`src/rtl/mtr_pkg.sv`:
```
package mtr_pkg;

  typedef enum logic [2:0] {
    CL_NONE, CL_CAP, CL_VBASE, CL_VMASK, CL_FIX, CL_PAT, CL_DEF
  } mtr_class_e;

  // Index map
  localparam int unsigned IDX_CAP   = 32'h00;
  localparam int unsigned IDX_VAR0  = 32'h10;
  localparam int unsigned IDX_FIX64 = 32'h20;
  localparam int unsigned IDX_FIX16 = 32'h21;
  localparam int unsigned IDX_FIX4  = 32'h28;
  localparam int unsigned IDX_PAT   = 32'h30;
  localparam int unsigned IDX_DEF   = 32'h31;

  localparam logic [63:0] CAP_VALUE = 64'h0000_0000_0000_0508;
  localparam logic [63:0] PAT_RESET = 64'h0007_0406_0007_0406;

  // Memory-type encodings
  localparam logic [7:0] MT_UC  = 8'd0;
  localparam logic [7:0] MT_WC  = 8'd1;
  localparam logic [7:0] MT_WT  = 8'd4;
  localparam logic [7:0] MT_WP  = 8'd5;
  localparam logic [7:0] MT_WB  = 8'd6;
  localparam logic [7:0] MT_UCM = 8'd7;

  function automatic logic range_type_ok(input logic [7:0] t);
    return (t == MT_UC) || (t == MT_WC) || (t == MT_WT) ||
           (t == MT_WP) || (t == MT_WB);
  endfunction

  function automatic logic attr_type_ok(input logic [7:0] t);
    return range_type_ok(t) || (t == MT_UCM);
  endfunction

  // All eight byte lanes must carry a legal type
  function automatic logic lanes_ok(input logic [63:0] w, input logic allow_ucm);
    logic ok;
    ok = 1'b1;
    for (int b = 0; b < 8; b++) begin
      if (allow_ucm) ok = ok & attr_type_ok(w[8*b +: 8]);
      else           ok = ok & range_type_ok(w[8*b +: 8]);
    end
    return ok;
  endfunction

endpackage

```
`src/rtl/mtr_decode.sv`:
```
module mtr_decode
  import mtr_pkg::*;
#(
  parameter int IDX_W     = 8,
  parameter int NUM_VAR   = 8,
  parameter int NUM_FIX16 = 2,
  parameter int NUM_FIX4  = 8,
  localparam int NUM_FIX  = 1 + NUM_FIX16 + NUM_FIX4,
  localparam int VOFF_W   = $clog2(2 * NUM_VAR),
  localparam int FSLOT_W  = $clog2(NUM_FIX)
) (
  input  logic [IDX_W-1:0]   index,
  output mtr_class_e         cls,
  output logic [VOFF_W-1:0]  var_off,
  output logic [FSLOT_W-1:0] fix_slot
);

  int unsigned iv;
  assign iv = 32'(index);

  always_comb begin
    cls      = CL_NONE;
    var_off  = '0;
    fix_slot = '0;
    if (iv == IDX_CAP) begin
      cls = CL_CAP;
    end else if (iv >= IDX_VAR0 && iv < IDX_VAR0 + 2 * NUM_VAR) begin
      var_off = VOFF_W'(iv - IDX_VAR0);
      cls     = ((iv - IDX_VAR0) % 2 == 0) ? CL_VBASE : CL_VMASK;
    end else if (iv == IDX_FIX64) begin
      cls = CL_FIX;
    end else if (iv >= IDX_FIX16 && iv < IDX_FIX16 + NUM_FIX16) begin
      cls      = CL_FIX;
      fix_slot = FSLOT_W'(1 + iv - IDX_FIX16);
    end else if (iv >= IDX_FIX4 && iv < IDX_FIX4 + NUM_FIX4) begin
      cls      = CL_FIX;
      fix_slot = FSLOT_W'(1 + NUM_FIX16 + iv - IDX_FIX4);
    end else if (iv == IDX_PAT) begin
      cls = CL_PAT;
    end else if (iv == IDX_DEF) begin
      cls = CL_DEF;
    end
  end

endmodule

```
`src/rtl/mtr_wcheck.sv`:
```
module mtr_wcheck
  import mtr_pkg::*;
#(
  parameter int PA_W = 36
) (
  input  mtr_class_e  cls,
  input  logic [63:0] wdata,
  output logic        legal
);

  logic pa_fits;
  assign pa_fits = ((wdata >> PA_W) == 64'd0);

  always_comb begin
    unique case (cls)
      CL_VBASE: legal = pa_fits && (wdata[11:8] == 4'd0) && range_type_ok(wdata[7:0]);
      CL_VMASK: legal = pa_fits && (wdata[10:0] == 11'd0);
      CL_FIX:   legal = lanes_ok(wdata, 1'b0);
      CL_PAT:   legal = lanes_ok(wdata, 1'b1);
      CL_DEF:   legal = range_type_ok(wdata[7:0]) && (wdata[63:32] == 32'd0) &&
                        ((wdata[31:0] & 32'hFFFF_F300) == 32'd0);
      default:  legal = 1'b0;
    endcase
  end

endmodule

```
`src/rtl/mtr_regfile.sv`:
```
module mtr_regfile
  import mtr_pkg::*;
#(
  parameter int IDX_W     = 8,
  parameter int PA_W      = 36,
  parameter int NUM_VAR   = 8,
  parameter int NUM_FIX16 = 2,
  parameter int NUM_FIX4  = 8
) (
  input  logic             clk,
  input  logic             rst_n,
  input  logic             req_valid,
  input  logic             req_write,
  input  logic [IDX_W-1:0] req_index,
  input  logic [63:0]      req_wdata,
  output logic             rsp_valid,
  output logic             rsp_fault,
  output logic [63:0]      rsp_rdata
);

  localparam int NUM_VREG = 2 * NUM_VAR;
  localparam int NUM_FIX  = 1 + NUM_FIX16 + NUM_FIX4;
  localparam int VOFF_W   = $clog2(NUM_VREG);
  localparam int FSLOT_W  = $clog2(NUM_FIX);

  mtr_class_e         cls;
  logic [VOFF_W-1:0]  var_off;
  logic [FSLOT_W-1:0] fix_slot;
  logic               wr_legal;

  mtr_decode #(
    .IDX_W(IDX_W), .NUM_VAR(NUM_VAR), .NUM_FIX16(NUM_FIX16), .NUM_FIX4(NUM_FIX4)
  ) u_decode (
    .index(req_index), .cls(cls), .var_off(var_off), .fix_slot(fix_slot)
  );

  mtr_wcheck #(.PA_W(PA_W)) u_wcheck (
    .cls(cls), .wdata(req_wdata), .legal(wr_legal)
  );

  // Named internal events
  logic wr_fire, wr_accept, wr_reject, rd_miss;
  assign wr_fire   = req_valid && req_write;
  assign wr_accept = wr_fire && wr_legal;
  assign wr_reject = wr_fire && !wr_legal;
  assign rd_miss   = req_valid && !req_write && (cls == CL_NONE);

  logic [NUM_VREG-1:0] var_we;
  logic [NUM_FIX-1:0]  fix_we;
  logic                pat_we, def_we;
  logic [63:0]         var_q [NUM_VREG];
  logic [63:0]         fix_q [NUM_FIX];
  logic [63:0]         pat_q, def_q;

  for (genvar v = 0; v < NUM_VREG; v++) begin : g_var
    assign var_we[v] = wr_accept && (cls == CL_VBASE || cls == CL_VMASK) &&
                       (var_off == VOFF_W'(v));
    always_ff @(posedge clk or negedge rst_n) begin
      if (!rst_n)         var_q[v] <= '0;
      else if (var_we[v]) var_q[v] <= req_wdata;
    end
  end

  for (genvar f = 0; f < NUM_FIX; f++) begin : g_fix
    assign fix_we[f] = wr_accept && (cls == CL_FIX) && (fix_slot == FSLOT_W'(f));
    always_ff @(posedge clk or negedge rst_n) begin
      if (!rst_n)         fix_q[f] <= '0;
      else if (fix_we[f]) fix_q[f] <= req_wdata;
    end
  end

  assign pat_we = wr_accept && (cls == CL_PAT);
  assign def_we = wr_accept && (cls == CL_DEF);

  always_ff @(posedge clk or negedge rst_n) begin
    if (!rst_n) begin
      pat_q <= PAT_RESET;
      def_q <= '0;
    end else begin
      if (pat_we) pat_q <= req_wdata;
      if (def_we) def_q <= req_wdata;
    end
  end

  // Read mux
  logic [63:0] rd_data;
  always_comb begin
    unique case (cls)
      CL_CAP:             rd_data = CAP_VALUE;
      CL_VBASE, CL_VMASK: rd_data = var_q[var_off];
      CL_FIX:             rd_data = fix_q[fix_slot];
      CL_PAT:             rd_data = pat_q;
      CL_DEF:             rd_data = def_q;
      default:            rd_data = '0;
    endcase
  end

  // Response stage
  always_ff @(posedge clk or negedge rst_n) begin
    if (!rst_n) begin
      rsp_valid <= 1'b0;
      rsp_fault <= 1'b0;
      rsp_rdata <= '0;
    end else begin
      rsp_valid <= req_valid;
      rsp_fault <= wr_reject || rd_miss;
      rsp_rdata <= (req_valid && !req_write && cls != CL_NONE) ? rd_data : '0;
    end
  end

  // Assertions
  assert_rsp_follows_req_R1: assert property (@(posedge clk) disable iff (!rst_n)
    req_valid |=> rsp_valid);
  assert_no_stray_rsp_R1: assert property (@(posedge clk) disable iff (!rst_n)
    rsp_valid |-> $past(req_valid));
  assert_cap_write_faults_R2: assert property (@(posedge clk) disable iff (!rst_n)
    (wr_fire && cls == CL_CAP) |=> rsp_fault);
  assert_var_single_target_R8: assert property (@(posedge clk) disable iff (!rst_n)
    $onehot0(var_we));
  assert_unknown_faults_R10: assert property (@(posedge clk) disable iff (!rst_n)
    (req_valid && cls == CL_NONE) |=> rsp_fault);
  assert_reject_holds_attr_R11: assert property (@(posedge clk) disable iff (!rst_n)
    wr_reject |=> ($stable(pat_q) && $stable(def_q)));
  assert_reject_no_enable_R11: assert property (@(posedge clk) disable iff (!rst_n)
    wr_reject |-> (var_we == '0 && fix_we == '0 && !pat_we && !def_we));

endmodule

```
`config.mk`:
```
export PLATFORM = sky130hd
export DESIGN_NAME = mtr_regfile
export DESIGN_NICKNAME = d
export VERILOG_FILES = /design/src/rtl/mtr_pkg.sv /design/src/rtl/mtr_decode.sv /design/src/rtl/mtr_wcheck.sv /design/src/rtl/mtr_regfile.sv
export SDC_FILE = /design/constraint.sdc
export NUM_CORES = 2
export LEC_CHECK = 0
export BUFFER_PORTS_ARGS = -buffer_cell sky130_fd_sc_hd__buf_2
export CORE_MARGIN = 2
export CORE_UTILIZATION = 60
export CTS_CLUSTER_DIAMETER = 120
export DETAILED_ROUTE_END_ITERATION = 10
export MAX_ROUTING_LAYER = met4
export PLACE_DENSITY_LB_ADDON = 0.2
export SYNTH_ARGS = -nofsm -noshare
export SYNTH_HDL_FRONTEND = slang
export SYNTH_HIERARCHICAL = 1
export SYNTH_SLANG_ARGS = --single-unit
export TNS_END_PERCENT = 1
```
`constraint.sdc`:
```
create_clock -name clk -period 3.3 [get_ports clk]
set_input_delay 0.495 -clock clk [delete_from_list [all_inputs] [get_ports clk]]
set_output_delay 0.495 -clock clk [all_outputs]
set_load 0.02 [all_outputs]
```
==> summary.log <==
[outcome] status finished, violations left
[outcome] violations in the final reports negative setup slack
[cts] Reg clk slew, reported paths 0.06 ns
[logic_synthesis] Syn Std Cell Area 86,000 um2
[placed_design] Final Wtd Congestion 0.897
[floorplanning] Starting Density 60.6%
[worst_setup_path] crit path max fanout 12
[logic_synthesis] ranking of synthesized cells by area sky130_fd_sc_hd__dfrtp_1 (56%), sky130_fd_sc_hd__mux2_2 (23%), sky130_fd_sc_hd__mux4_2 (6.6%)
[power_and_ir_drop] sum of internal, switching and leakage power 0.0480 W
[placed_design] post-DP HPWL 153,000 um
[finish] layout-stage area growth over the synthesis result 18.7%
[grt] number of antenna violations at the first check in global routing 13
[worst_hold_path] path category of the worst min-delay check in2reg
[sta] tightest slew margin relative to the limit 42.4%
[power_and_ir_drop] Clk pwr share 47.5%
[logic_synthesis] async set-reset flop share out of synthesis 100%
[grt] maximum number of pins on one net before global-route repair 145
[route] total wire length after detailed routing 248,000 um
[cts] clk sink count 1,922
[route] number of optimization iterations in the first detailed-route pass 8
[worst_setup_path] WP data required 4.03 ns
[logic_synthesis] register bit total from synthesis 1,922
[route] Antenna Violating Nets Remaining 0
[sta] timing-limited maximum frequency 0.286 GHz
[worst_setup_path] worst reg-to-reg setup slack 1.38 ns
[floorplanning] die width 383 um
[power_and_ir_drop] switching component of the power 0.0108 W
[worst_setup_path] element type at the critical path end flip-flop
[logic_synthesis] library cells used by synthesis 63
[worst_setup_path] logic depth of the worst register-to-register path 4
[worst_setup_path] WP data arrival 4.22 ns
[finish] leading cell type in the layout, fill and taps excluded sky130_fd_sc_hd__dfrtp_1
[worst_hold_path] beginning of the worst hold path req_wdata[50]
[power_and_ir_drop] relative contribution of combinational cells to total power 3.3%
[grt] overall routing resource usage 34.6%
[sta] Final Hold Fails 0
[cts] TritonCTS clock tree done
[route] violation count after the first detailed-route iteration 5,020
[finish] fin area 102,000 um2
[sta] Layout Skew 0.0337 ns
[worst_setup_path] kind of critical path in2reg
[route] via density per instance 6.64
[power_and_ir_drop] maximum VDD drop 0.459 mV
[placed_design] Placed Area 93,800 um2
[worst_setup_path] reg-to-reg critical path startpoint var_q[553]
[finish] Final nets 6,209
[logic_synthesis] fraction of synthesized cell area taken by the top area cell type 55.6%
[route] remaining routing DRC violations 0
[power_and_ir_drop] standby leakage power 49.0 nW
[flow_run] max-cap check violation count 0
[cts] maximum clock insertion buffer count 3
[sta] portion of the clock cycle consumed by the worst path in the final layout 106%
[finish] total of fill cells in the finished design 9,119
[power_and_ir_drop] Switching Share 22.4%
[cts] clk root buf sky130_fd_sc_hd__clkbuf_16
[floorplanning] num ports 142
[finish] fraction of layout instances using a drive strength above 1 50.9%
[floorplanning] Core ar. 142,000 um2
[power_and_ir_drop] power per cell area 470 nW/um2
[sta] final setup slack of the worst path -0.194 ns
[sta] crit path time final 3.49 ns
[worst_hold_path] cell depth of the worst hold path 3
[logic_synthesis] number of flops mapped to enable cells by yosys 0
[route] Routed wire per std cell 30.3 um
[sta] final setup violating endpoints 1,410
[logic_synthesis] Top FF cell, synth sky130_fd_sc_hd__dfrtp_1
[power_and_ir_drop] part of the total power dissipated in sequential elements 49.1%
[logic_synthesis] most area-hungry cell type in the Yosys netlist sky130_fd_sc_hd__dfrtp_1
[grt] global-route wire length before repair 367,000 um
[grt] via count of the first global-routing pass 56,007
[logic_synthesis] synthesized instance count 5,762
[grt] total gr overflow 0
[logic_synthesis] number of warning messages in the yosys log 6
[floorplanning] floorplan die height 383 um
[floorplanning] Die Footprint 146,000 um2
[cts] Clock Latency Late Sink 0.85 ns
[sta] Least-Margin Pin Slew 0.864 ns
[worst_hold_path] endpoint of the worst hold path var_q[882]
[worst_setup_path] sort of element at the start of the critical path primary input
[logic_synthesis] part of the Yosys area used for sequential elements 55.9%
[cts] number of buffers added by the clock tree synthesis step 193
[floorplanning] number of placement rows 138
[placed_design] count of port buffers added during placement 141
[sta] Slew Viols, Final 0
[route] count of vias placed by the detailed router 54,369
[finish] most used cells in the layout excluding fill and tap cells sky130_fd_sc_hd__dfrtp_1 (1,910), sky130_fd_sc_hd__mux2_2 (1,640), sky130_fd_sc_hd__buf_4 (357)
[power_and_ir_drop] internal power 0.0372 W
[sta] RSZ-0062 raised after global routing true
[logic_synthesis] Mapped Avg Cell Area 14.9 um2
[worst_setup_path] endpoint of the worst-slack reg-to-reg timing path rsp_rdata[41]
[logic_synthesis] syn_nets 5,842
[cts] H-tree levels 4
## power groups by stage
stage                     clock [W]  sequential, W  combinational (W)
after global routing         0.0241         0.0236            0.00176
after CTS                    0.0230         0.0236            0.00160
final                        0.0228         0.0236            0.00161
after detailed placement          0         0.0240            0.00158
after global placement            0         0.0240            0.00156
after floorplan                   0         0.0240           0.000492
## through the flow
stage                TNS, ns  hold WS [ns]  worst slack [ns]  utilization (%)  instances
finish                -99.79         0.126            -0.194             71.9       8193
global route         -122.89         0.119            -0.218             71.9       8189
CTS                        0        0.0778           0.00252             71.1       8155
detailed placement  -1999.29         0.450             -1.25             66.1       7779
global placement    -1938.30         0.468             -1.21             66.1       7779
floorplan            -490.50         0.199            -0.417                -       5762
## worst max-delay path by stage
stage	start	endpoint	slack, ns	depth (start not counted)
floorplan	req_index[1]	fix_q[451]	-0.42	15
global placement	req_index[1]	var_q[37]	-1.21	18
detailed placement	req_index[1]	var_q[46]	-1.25	18
CTS	req_index[0]	var_q[356]	0.003	17
global route	req_index[1]	var_q[19]	-0.22	20
finish	req_index[7]	var_q[28]	-0.19	17
## critical path, stage by stage
cell and delay, ns:
sky130_fd_sc_hd__buf_2 0.15, sky130_fd_sc_hd__or3b_4 0.45, sky130_fd_sc_hd__o22ai_4 0.27, sky130_fd_sc_hd__nor3b_2 0.21, sky130_fd_sc_hd__o21bai_1 0.09, sky130_fd_sc_hd__a2111oi_2 0.38
sky130_fd_sc_hd__buf_4 0.17, sky130_fd_sc_hd__o2111ai_1 0.14, sky130_fd_sc_hd__a21oi_2 0.22, sky130_fd_sc_hd__buf_4 0.13, sky130_fd_sc_hd__and3_4 0.21, sky130_fd_sc_hd__buf_4 0.12
sky130_fd_sc_hd__nand4_1 0.22, sky130_fd_sc_hd__nor2_4 0.23, sky130_fd_sc_hd__buf_6 0.18, sky130_fd_sc_hd__buf_12 0.19, sky130_fd_sc_hd__mux2_2 0.35
## metal layers
metal  wire length, um  global-route usage, %
met1            104000                   48.5
met5                 0                      -
met3             21000                   6.78
met4              8210                   10.5
met2            115000                   51.8
## cells by family after synthesis
group / count (synthesis) / share of synthesized area (%)
xor+xnor: 1 / 0.0102
fa+ha+maj: 4 / 0.0582
mux: 2436 / 34.7
simple gates: 272 / 1.71
compound gates: 469 / 4.27
flops: 1922 / 55.9
buf+inv: 658 / 3.28
## layout make-up
class                      instances  area [um2]  area share [%]
clock buffer                     284        5650            5.54
antenna                           12        30.0          0.0294
inverter                          73         289           0.283
timing repair buffer             757        8500            8.33
sequential                      1922       48100            47.1
multi-input combinational       3182       36100            35.4
clock inverter                    73         992           0.972
tap                             1890        2360            2.32
## synth_stat cells, types with 12 or more instances
cell and number:
sky130_fd_sc_hd__buf_2 207, sky130_fd_sc_hd__a41oi_1 64, sky130_fd_sc_hd__nand3_1 72, sky130_fd_sc_hd__inv_1 73, sky130_fd_sc_hd__nand2_1 81, sky130_fd_sc_hd__nand2b_1 12, sky130_fd_sc_hd__buf_1 13, sky130_fd_sc_hd__o211ai_1 61
sky130_fd_sc_hd__nor2_1 16, sky130_fd_sc_hd__clkbuf_1 346, sky130_fd_sc_hd__nor4_1 12, sky130_fd_sc_hd__a222oi_1 66, sky130_fd_sc_hd__a21oi_1 68, sky130_fd_sc_hd__a22oi_1 133, sky130_fd_sc_hd__nor2b_1 16, sky130_fd_sc_hd__dfrtp_1 1910
sky130_fd_sc_hd__dfstp_2 12, sky130_fd_sc_hd__mux2_1 69, sky130_fd_sc_hd__mux2_2 1787, sky130_fd_sc_hd__buf_4 14, sky130_fd_sc_hd__o221ai_1 62, sky130_fd_sc_hd__mux2i_1 327, sky130_fd_sc_hd__mux4_2 253
## flip-flops by register name (all words and copies together), names as in the netlist
| register | flops |
|---|---|
| rsp_rdata | 64 |
| pat_q | 64 |
| fix_q | 704 |
| var_q | 1024 |
| def_q | 64 |
| rsp_valid | 1 |
| rsp_fault | 1 |
## repair_timing
action,4_1_cts,5_1_grt
hold endpoints to repair,74,0
setup endpoints to repair,1849,1827
hold buffers,2,0
gates cloned,4,14
setup buffers,15,12
pin swaps,12,15
gates resized for setup,34,194
Note: power is estimated with default switching activity, not from simulation.
